[src/rtl/lvl_hist_pkg.sv]
package lvl_hist_pkg;
    typedef enum logic [1:0] {
        FILL_EMPTY = 2'd0,
        FILL_COUNT = 2'd1,
        FILL_FULL  = 2'd2
    } fill_state_e;
endpackage

[src/rtl/hist_tier.sv]
module hist_tier #(
    parameter int DEPTH  = 60,
    parameter int DATA_W = 8
) (
    input  logic                          clk,
    input  logic                          rst_n,
    input  logic                          clr,
    input  logic                          push,
    input  logic [DATA_W-1:0]             din,
    output logic [DEPTH-1:0][DATA_W-1:0]  slots
);
    // slot 0 is the newest entry, slot DEPTH-1 the oldest
    always_ff @(posedge clk) begin
        if (!rst_n) begin
            slots <= '0;
        end else if (clr) begin
            slots <= '0;
        end else if (push) begin
            slots <= {slots[DEPTH-2:0], din};
        end
    end

    // a push lands at the base slot
    a_r2_newest_at_base: assert property (@(posedge clk) disable iff (!rst_n)
        (push && !clr) |=> (slots[0] == $past(din)));
    // clear leaves the tier empty regardless of push
    a_r5_clear_empties: assert property (@(posedge clk) disable iff (!rst_n)
        clr |=> (slots == '0));
    // no strobe, no movement
    a_r8_idle_holds: assert property (@(posedge clk) disable iff (!rst_n)
        (!push && !clr) |=> $stable(slots));
endmodule

[src/rtl/sec_fill_fsm.sv]
module sec_fill_fsm
    import lvl_hist_pkg::*;
#(
    parameter int DEPTH = 60
) (
    input  logic clk,
    input  logic rst_n,
    input  logic clr,
    input  logic push,
    output logic full
);
    localparam int CNT_W = $clog2(DEPTH);
    localparam logic [CNT_W-1:0] LAST = CNT_W'(DEPTH - 1);

    fill_state_e      st, st_n;
    logic [CNT_W-1:0] cnt, cnt_n;

    always_ff @(posedge clk) begin
        if (!rst_n) begin
            st  <= FILL_EMPTY;
            cnt <= '0;
        end else begin
            st  <= st_n;
            cnt <= cnt_n;
        end
    end

    always_comb begin
        st_n  = st;
        cnt_n = cnt;
        if (clr) begin
            st_n  = FILL_EMPTY;
            cnt_n = '0;
        end else begin
            unique case (st)
                FILL_EMPTY: begin
                    if (push) begin
                        st_n  = FILL_COUNT;
                        cnt_n = CNT_W'(1);
                    end
                end
                FILL_COUNT: begin
                    if (push) begin
                        if (cnt == LAST) begin
                            st_n  = FILL_FULL;
                            cnt_n = '0;
                        end else begin
                            cnt_n = cnt + CNT_W'(1);
                        end
                    end
                end
                FILL_FULL: begin
                    st_n  = FILL_COUNT;
                    cnt_n = push ? CNT_W'(1) : '0;
                end
                default: begin
                    st_n  = FILL_EMPTY;
                    cnt_n = '0;
                end
            endcase
        end
    end

    always_comb begin
        full = (st == FILL_FULL);
    end

    // the flag is a single-cycle pulse
    a_r6_single_pulse: assert property (@(posedge clk) disable iff (!rst_n)
        full |=> !full);
    // the flag only follows a counted insert
    a_r6_after_insert: assert property (@(posedge clk) disable iff (!rst_n)
        full |-> ($past(push) && !$past(clr)));
    // a clear never produces the flag
    a_r9_clear_wins: assert property (@(posedge clk) disable iff (!rst_n)
        clr |=> (!full && st == FILL_EMPTY));
    // count stays inside one fill window
    a_r6_count_bound: assert property (@(posedge clk) disable iff (!rst_n)
        cnt <= LAST);
endmodule

[src/rtl/hist_rd_port.sv]
module hist_rd_port #(
    parameter int DATA_W    = 8,
    parameter int ADDR_W    = 8,
    parameter int SEC_BASE  = 100,
    parameter int SEC_DEPTH = 60,
    parameter int MIN_DEPTH = 60,
    parameter int HR_DEPTH  = 12
) (
    input  logic                              clk,
    input  logic                              rst_n,
    input  logic [ADDR_W-1:0]                 rd_addr,
    input  logic [SEC_DEPTH-1:0][DATA_W-1:0]  sec_slots,
    input  logic [MIN_DEPTH-1:0][DATA_W-1:0]  min_slots,
    input  logic [HR_DEPTH-1:0][DATA_W-1:0]   hr_slots,
    output logic [DATA_W-1:0]                 rd_data
);
    localparam int MIN_BASE = SEC_BASE + SEC_DEPTH;
    localparam int HR_BASE  = MIN_BASE + MIN_DEPTH;
    localparam int HR_END   = HR_BASE + HR_DEPTH;
    localparam int SEC_IW   = $clog2(SEC_DEPTH);
    localparam int MIN_IW   = $clog2(MIN_DEPTH);
    localparam int HR_IW    = $clog2(HR_DEPTH);

    logic              in_sec, in_min, in_hr, in_any;
    logic [SEC_IW-1:0] sec_idx;
    logic [MIN_IW-1:0] min_idx;
    logic [HR_IW-1:0]  hr_idx;
    logic [DATA_W-1:0] sel;

    always_comb begin
        in_sec  = (rd_addr >= ADDR_W'(SEC_BASE)) && (rd_addr < ADDR_W'(MIN_BASE));
        in_min  = (rd_addr >= ADDR_W'(MIN_BASE)) && (rd_addr < ADDR_W'(HR_BASE));
        in_hr   = (rd_addr >= ADDR_W'(HR_BASE))  && (rd_addr < ADDR_W'(HR_END));
        in_any  = in_sec || in_min || in_hr;
        sec_idx = SEC_IW'(rd_addr - ADDR_W'(SEC_BASE));
        min_idx = MIN_IW'(rd_addr - ADDR_W'(MIN_BASE));
        hr_idx  = HR_IW'(rd_addr - ADDR_W'(HR_BASE));
        sel     = '0;
        if (in_sec)      sel = sec_slots[sec_idx];
        else if (in_min) sel = min_slots[min_idx];
        else if (in_hr)  sel = hr_slots[hr_idx];
    end

    always_ff @(posedge clk) begin
        if (!rst_n) rd_data <= '0;
        else        rd_data <= sel;
    end

    // unmapped addresses read as zero
    a_r7_unmapped_zero: assert property (@(posedge clk) disable iff (!rst_n)
        !in_any |=> (rd_data == '0));
    // the regions never overlap
    a_r10_one_region: assert property (@(posedge clk) disable iff (!rst_n)
        $countones({in_sec, in_min, in_hr}) <= 1);
endmodule

[src/rtl/lvl_hist_buf.sv]
module lvl_hist_buf #(
    parameter int DATA_W    = 8,
    parameter int ADDR_W    = 8,
    parameter int SEC_BASE  = 100,
    parameter int SEC_DEPTH = 60,
    parameter int MIN_DEPTH = 60,
    parameter int HR_DEPTH  = 12
) (
    input  logic              clk,
    input  logic              rst_n,
    input  logic              hist_clr,
    input  logic              sec_stb,
    input  logic [DATA_W-1:0] sec_val,
    input  logic              min_stb,
    input  logic [DATA_W-1:0] min_val,
    input  logic              hr_stb,
    input  logic [DATA_W-1:0] hr_val,
    input  logic [ADDR_W-1:0] rd_addr,
    output logic [DATA_W-1:0] rd_data,
    output logic              sec_full
);
    logic [SEC_DEPTH-1:0][DATA_W-1:0] sec_slots;
    logic [MIN_DEPTH-1:0][DATA_W-1:0] min_slots;
    logic [HR_DEPTH-1:0][DATA_W-1:0]  hr_slots;

    hist_tier #(.DEPTH(SEC_DEPTH), .DATA_W(DATA_W)) u_sec_tier (
        .clk(clk), .rst_n(rst_n), .clr(hist_clr), .push(sec_stb),
        .din(sec_val), .slots(sec_slots));

    hist_tier #(.DEPTH(MIN_DEPTH), .DATA_W(DATA_W)) u_min_tier (
        .clk(clk), .rst_n(rst_n), .clr(hist_clr), .push(min_stb),
        .din(min_val), .slots(min_slots));

    hist_tier #(.DEPTH(HR_DEPTH), .DATA_W(DATA_W)) u_hr_tier (
        .clk(clk), .rst_n(rst_n), .clr(hist_clr), .push(hr_stb),
        .din(hr_val), .slots(hr_slots));

    sec_fill_fsm #(.DEPTH(SEC_DEPTH)) u_fill (
        .clk(clk), .rst_n(rst_n), .clr(hist_clr), .push(sec_stb),
        .full(sec_full));

    hist_rd_port #(
        .DATA_W(DATA_W), .ADDR_W(ADDR_W), .SEC_BASE(SEC_BASE),
        .SEC_DEPTH(SEC_DEPTH), .MIN_DEPTH(MIN_DEPTH), .HR_DEPTH(HR_DEPTH)
    ) u_rd (
        .clk(clk), .rst_n(rst_n), .rd_addr(rd_addr),
        .sec_slots(sec_slots), .min_slots(min_slots), .hr_slots(hr_slots),
        .rd_data(rd_data));

    // the port is quiet while reset is held
    a_r1_reset_quiet: assert property (@(posedge clk)
        !rst_n |=> (rd_data == '0 && !sec_full));
endmodule

[config.mk]
export PLATFORM = sky130hd
export DESIGN_NAME = lvl_hist_buf
export DESIGN_NICKNAME = d
export VERILOG_FILES = /design/src/rtl/lvl_hist_pkg.sv /design/src/rtl/hist_tier.sv /design/src/rtl/sec_fill_fsm.sv /design/src/rtl/hist_rd_port.sv /design/src/rtl/lvl_hist_buf.sv
export SDC_FILE = /design/constraint.sdc
export NUM_CORES = 2
export LEC_CHECK = 0
export BUFFER_PORTS_ARGS = -buffer_cell sky130_fd_sc_hd__buf_2
export CELL_PAD_IN_SITES_DETAIL_PLACEMENT = 1
export CELL_PAD_IN_SITES_GLOBAL_PLACEMENT = 2
export CORE_ASPECT_RATIO = 1.75
export CORE_UTILIZATION = 40
export CTS_CLUSTER_SIZE = 14
export DETAILED_ROUTE_END_ITERATION = 10
export MAX_ROUTING_LAYER = met4
export PLACE_DENSITY_LB_ADDON = 0.2
export SYNTH_ARGS = -nofsm -noshare
export SYNTH_HDL_FRONTEND = slang
export SYNTH_HIERARCHICAL = 1
export SYNTH_SLANG_ARGS = --single-unit
[constraint.sdc]
create_clock -name clk -period 5.55 [get_ports clk]
set_input_delay 0.2775 -clock clk [delete_from_list [all_inputs] [get_ports clk]]
set_output_delay 0.2775 -clock clk [all_outputs]
set_load 0.01 [all_outputs]
==> flow_summary.yaml <==
sta:
  post-route-min-period_ps: 2980
  slew_headroom_pct: 27.3
  slew_viol_final: 0
  setup_tns_ps: 0
  setup_violations: 0
  fin_skew_ps: 22.3
  final.period_utilization_pct: 53.6
  rsz0062_at_grt: "no"
  worst_slew_pin_slew_ps: 1090
  hold_viol: 0
  fmax_mhz: 336
critical_path:
  rr_worst_depth: 6
  worst-path-stages: 9
  cp_cell_sequence: "buf_2, clkinv_1, ha_1, buf_4, nor2_1, nand2_1, a31oi_1, o221ai_1, a21oi_1"
  slowest_stage: "nor2_1"
  worst-path-buf-inv: 3
  cp_top_family: "compound AO/OA/AOI/OAI gates"
  r2r_end: "u_rd/rd_data[1]"
  cp-start-kind: "input port"
  crit_fanout: 32
  r2r_slack_ps: 3150
  worstPathRequired_ps: 6180
  cp.arrival_ps: 3610
  crit_type: "in -> reg"
  end_kind: "register"
  rr_startpoint: "u_sec_tier/slots[9]"
  cp_slowest_stage_delay_ps: 820
synth:
  yosys_warnings: 6
  syn-instance-count: 4333
  ys_seq_elements: 1072
  ys_async_sr_fraction_pct: 0
  syn-num-nets: 4376
  synth_flop_cell: "dfxtp_1"
  seq_area_frac_synth_pct: 45.1
  postSynthAreaPerCell_um2: 11.0
  ys_types: 73
  syn_area_um2: 47500
  synth_edf_count: 0
grt:
  grt-ovfl-total: 0
  grt_pass1_vias: 32600
  grt_max_degree: 207
  antenna_found_initial: 4
  grt_use_total_pct: 20.7
  grt_pass1_wl_um: 192000
clock_tree:
  cts_made_buffers: 105
  cts-root-buf: "clkbuf_16"
  post_cts_buffers: 0
  clockBufferDepth: 3
  cts_tree: "yes"
  htree_levels: 3
  clock_latency_ps: 710
  cts.sinks: 1072
  path_clk_slew_ps: 60
power_and_ir_drop:
  peakVddDrop_v: 0.000199
  power_density_nw_per_um2: 311
  total_leakage_power_nw: 20.5
route:
  vias: 31100
  drcViolationCount: 0
  wl_um: 121000
  drt_pass1_iterations: 5
  drt_iter0_markers: 1397
  post_drt_wl_per_cell_um: 20.8
  viasPerCell: 5.35
  ant_nets: 0
floorplanning:
  start_util_pct: 40.3
  ios: 47
  die_w_um: 263
  row_count: 167
  die_y_um: 458
  dieArea_um2: 120000
  coreArea_um2: 118000
place:
  port_buffers: 46
  place_area_um2: 47800
  dp_hpwl_um: 78500
  gp_congestion: 0.796
cells_and_area:
  final_area_um2: 51600
  layout_commonest_cell: "mux2i_1"
  fin_nets: 4249
  final_cell_mix: "mux2i_1 (1130), nor2_1 (1088), dfxtp_1 (1072), mux4_2 (208), clkbuf_16 (107)"
  drive_gt1_share_pct: 12.2
  final_util_pct: 43.7
  areaGrowthSynthToFinish_pct: 8.43
hold_path:
  hold_path.class: "in -> reg"
  min_delay_path_depth: 3
  min_from: "min_stb"
  holdPathEnd: "u_min_tier/slots[120]"
run_status:
  status: "finished clean"
job:
  max-cap-violations: 0
## Yosys cell counts (6+ instances only)
master | n | area (um2)
o211ai_1 | 7 | 52.6
buf_1 | 12 | 45.0
o21ai_1 | 6 | 30.0
mux4_2 | 208 | 4680
o22ai_1 | 20 | 125
a211oi_1 | 33 | 248
inv_1 | 8 | 30.0
nand2b_1 | 15 | 93.8
mux4_1 | 8 | 210
nor3_1 | 14 | 70.1
mux2i_1 | 1130 | 11300
o41ai_1 | 13 | 114
a31oi_1 | 10 | 62.6
buf_4 | 85 | 638
buf_6 | 59 | 664
mux2_2 | 50 | 563
nor2b_1 | 40 | 250
nor4_1 | 9 | 56.3
clkbuf_1 | 95 | 357
a221oi_1 | 7 | 61.3
o21ai_0 | 14 | 70.1
nand3_1 | 22 | 110
dfxtp_1 | 1072 | 21500
nor2_1 | 1088 | 4080
buf_8 | 27 | 405
a22oi_1 | 17 | 128
buf_2 | 59 | 295
a21oi_1 | 35 | 175
nand2_1 | 80 | 300
## repair_timing
| action | CTS | global route |
|---|---|---|
| resized for setup | 0 | 0 |
| hold buffers | 25 | 0 |
| setup endpoints to repair | 0 | 0 |
| endpoints found under the hold margin | 26 | 0 |
## metal layers
metal	GRT usage, %	vias to the layer above	wire, um
li1	-	15000	-
met1	23.2	15700	49700
met2	38.2	304	65600
met3	2.40	128	2900
met4	5.83	0	2620
met5	-	-	0
## final cells by class
| type | instances | area [um2] |
|---|---|---|
| Antenna cell | 3 | 7.51 |
| Clock buffer | 160 | 3170 |
| Clock inverter | 33 | 360 |
| Fill cell | 12700 | 66500 |
| Inverter | 9 | 33.8 |
| Multi-Input combinational cell | 2909 | 23600 |
| Sequential cell | 1072 | 21500 |
| Tap cell | 1521 | 1900 |
| Timing Repair Buffer | 109 | 1060 |
## state kept, by name (all words and copies together), names as in the netlist
| signal | flops |
|---|---|
| u_sec_tier/slots | 480 |
| u_hr_tier/slots | 96 |
| u_min_tier/slots | 480 |
| u_fill/st | 2 |
| u_fill/cnt | 6 |
| u_rd/rd_data | 8 |
## worst register-to-register path, cell delays in order (launching register included)
cell     delay, ps
dfxtp_1        340
mux4_2         460
mux2i_1        370
nor2_1         110
o32ai_1        580
o41ai_1        250
o311a_1        180
## worst max path at each step
stage                    start              end  slack, ps
floorplan           rd_addr[2]  u_rd/rd_data[4]       2880
global placement    rd_addr[3]  u_rd/rd_data[2]       1820
detailed placement  rd_addr[3]  u_rd/rd_data[2]       1740
CTS                 rd_addr[3]  u_rd/rd_data[2]       2510
global route        rd_addr[3]  u_rd/rd_data[2]       2360
finish              rd_addr[3]  u_rd/rd_data[2]       2570
## kinds of logic (layout without fill, tap and decap cells)
family                     after synthesis  in the layout  synth area share, %
AOI/OAI and AO/OA                      206            206                 3.12
xor gates and xnor gates                 5              5               0.0921
adders and majority gates                5              5                0.132
buffers and inverters                  352            311                 5.35
DFF                                   1072           1072                 45.1
muxes                                 1396           1396                 35.3
other                                    0              3                    0
and+or+nand+nor                       1297           1297                 10.9
## per-stage QoR
step	hold slack, ps	total power [mW]	worst slack (ps)	cells
after detailed placement	479	8.88	1740	5595
after floorplan	409	8.71	2880	4333
after CTS	75.6	16.3	2510	5813
final	128	16.1	2570	5816
after global placement	467	8.88	1820	5595
after global routing	124	16.7	2360	5816
## power breakdown
part	internal, mW	switching (mW)
clock network	4.25	3.10
logic	0.359	0.631
registers	7.70	0.0132
Power figures use the tool's default switching activity.
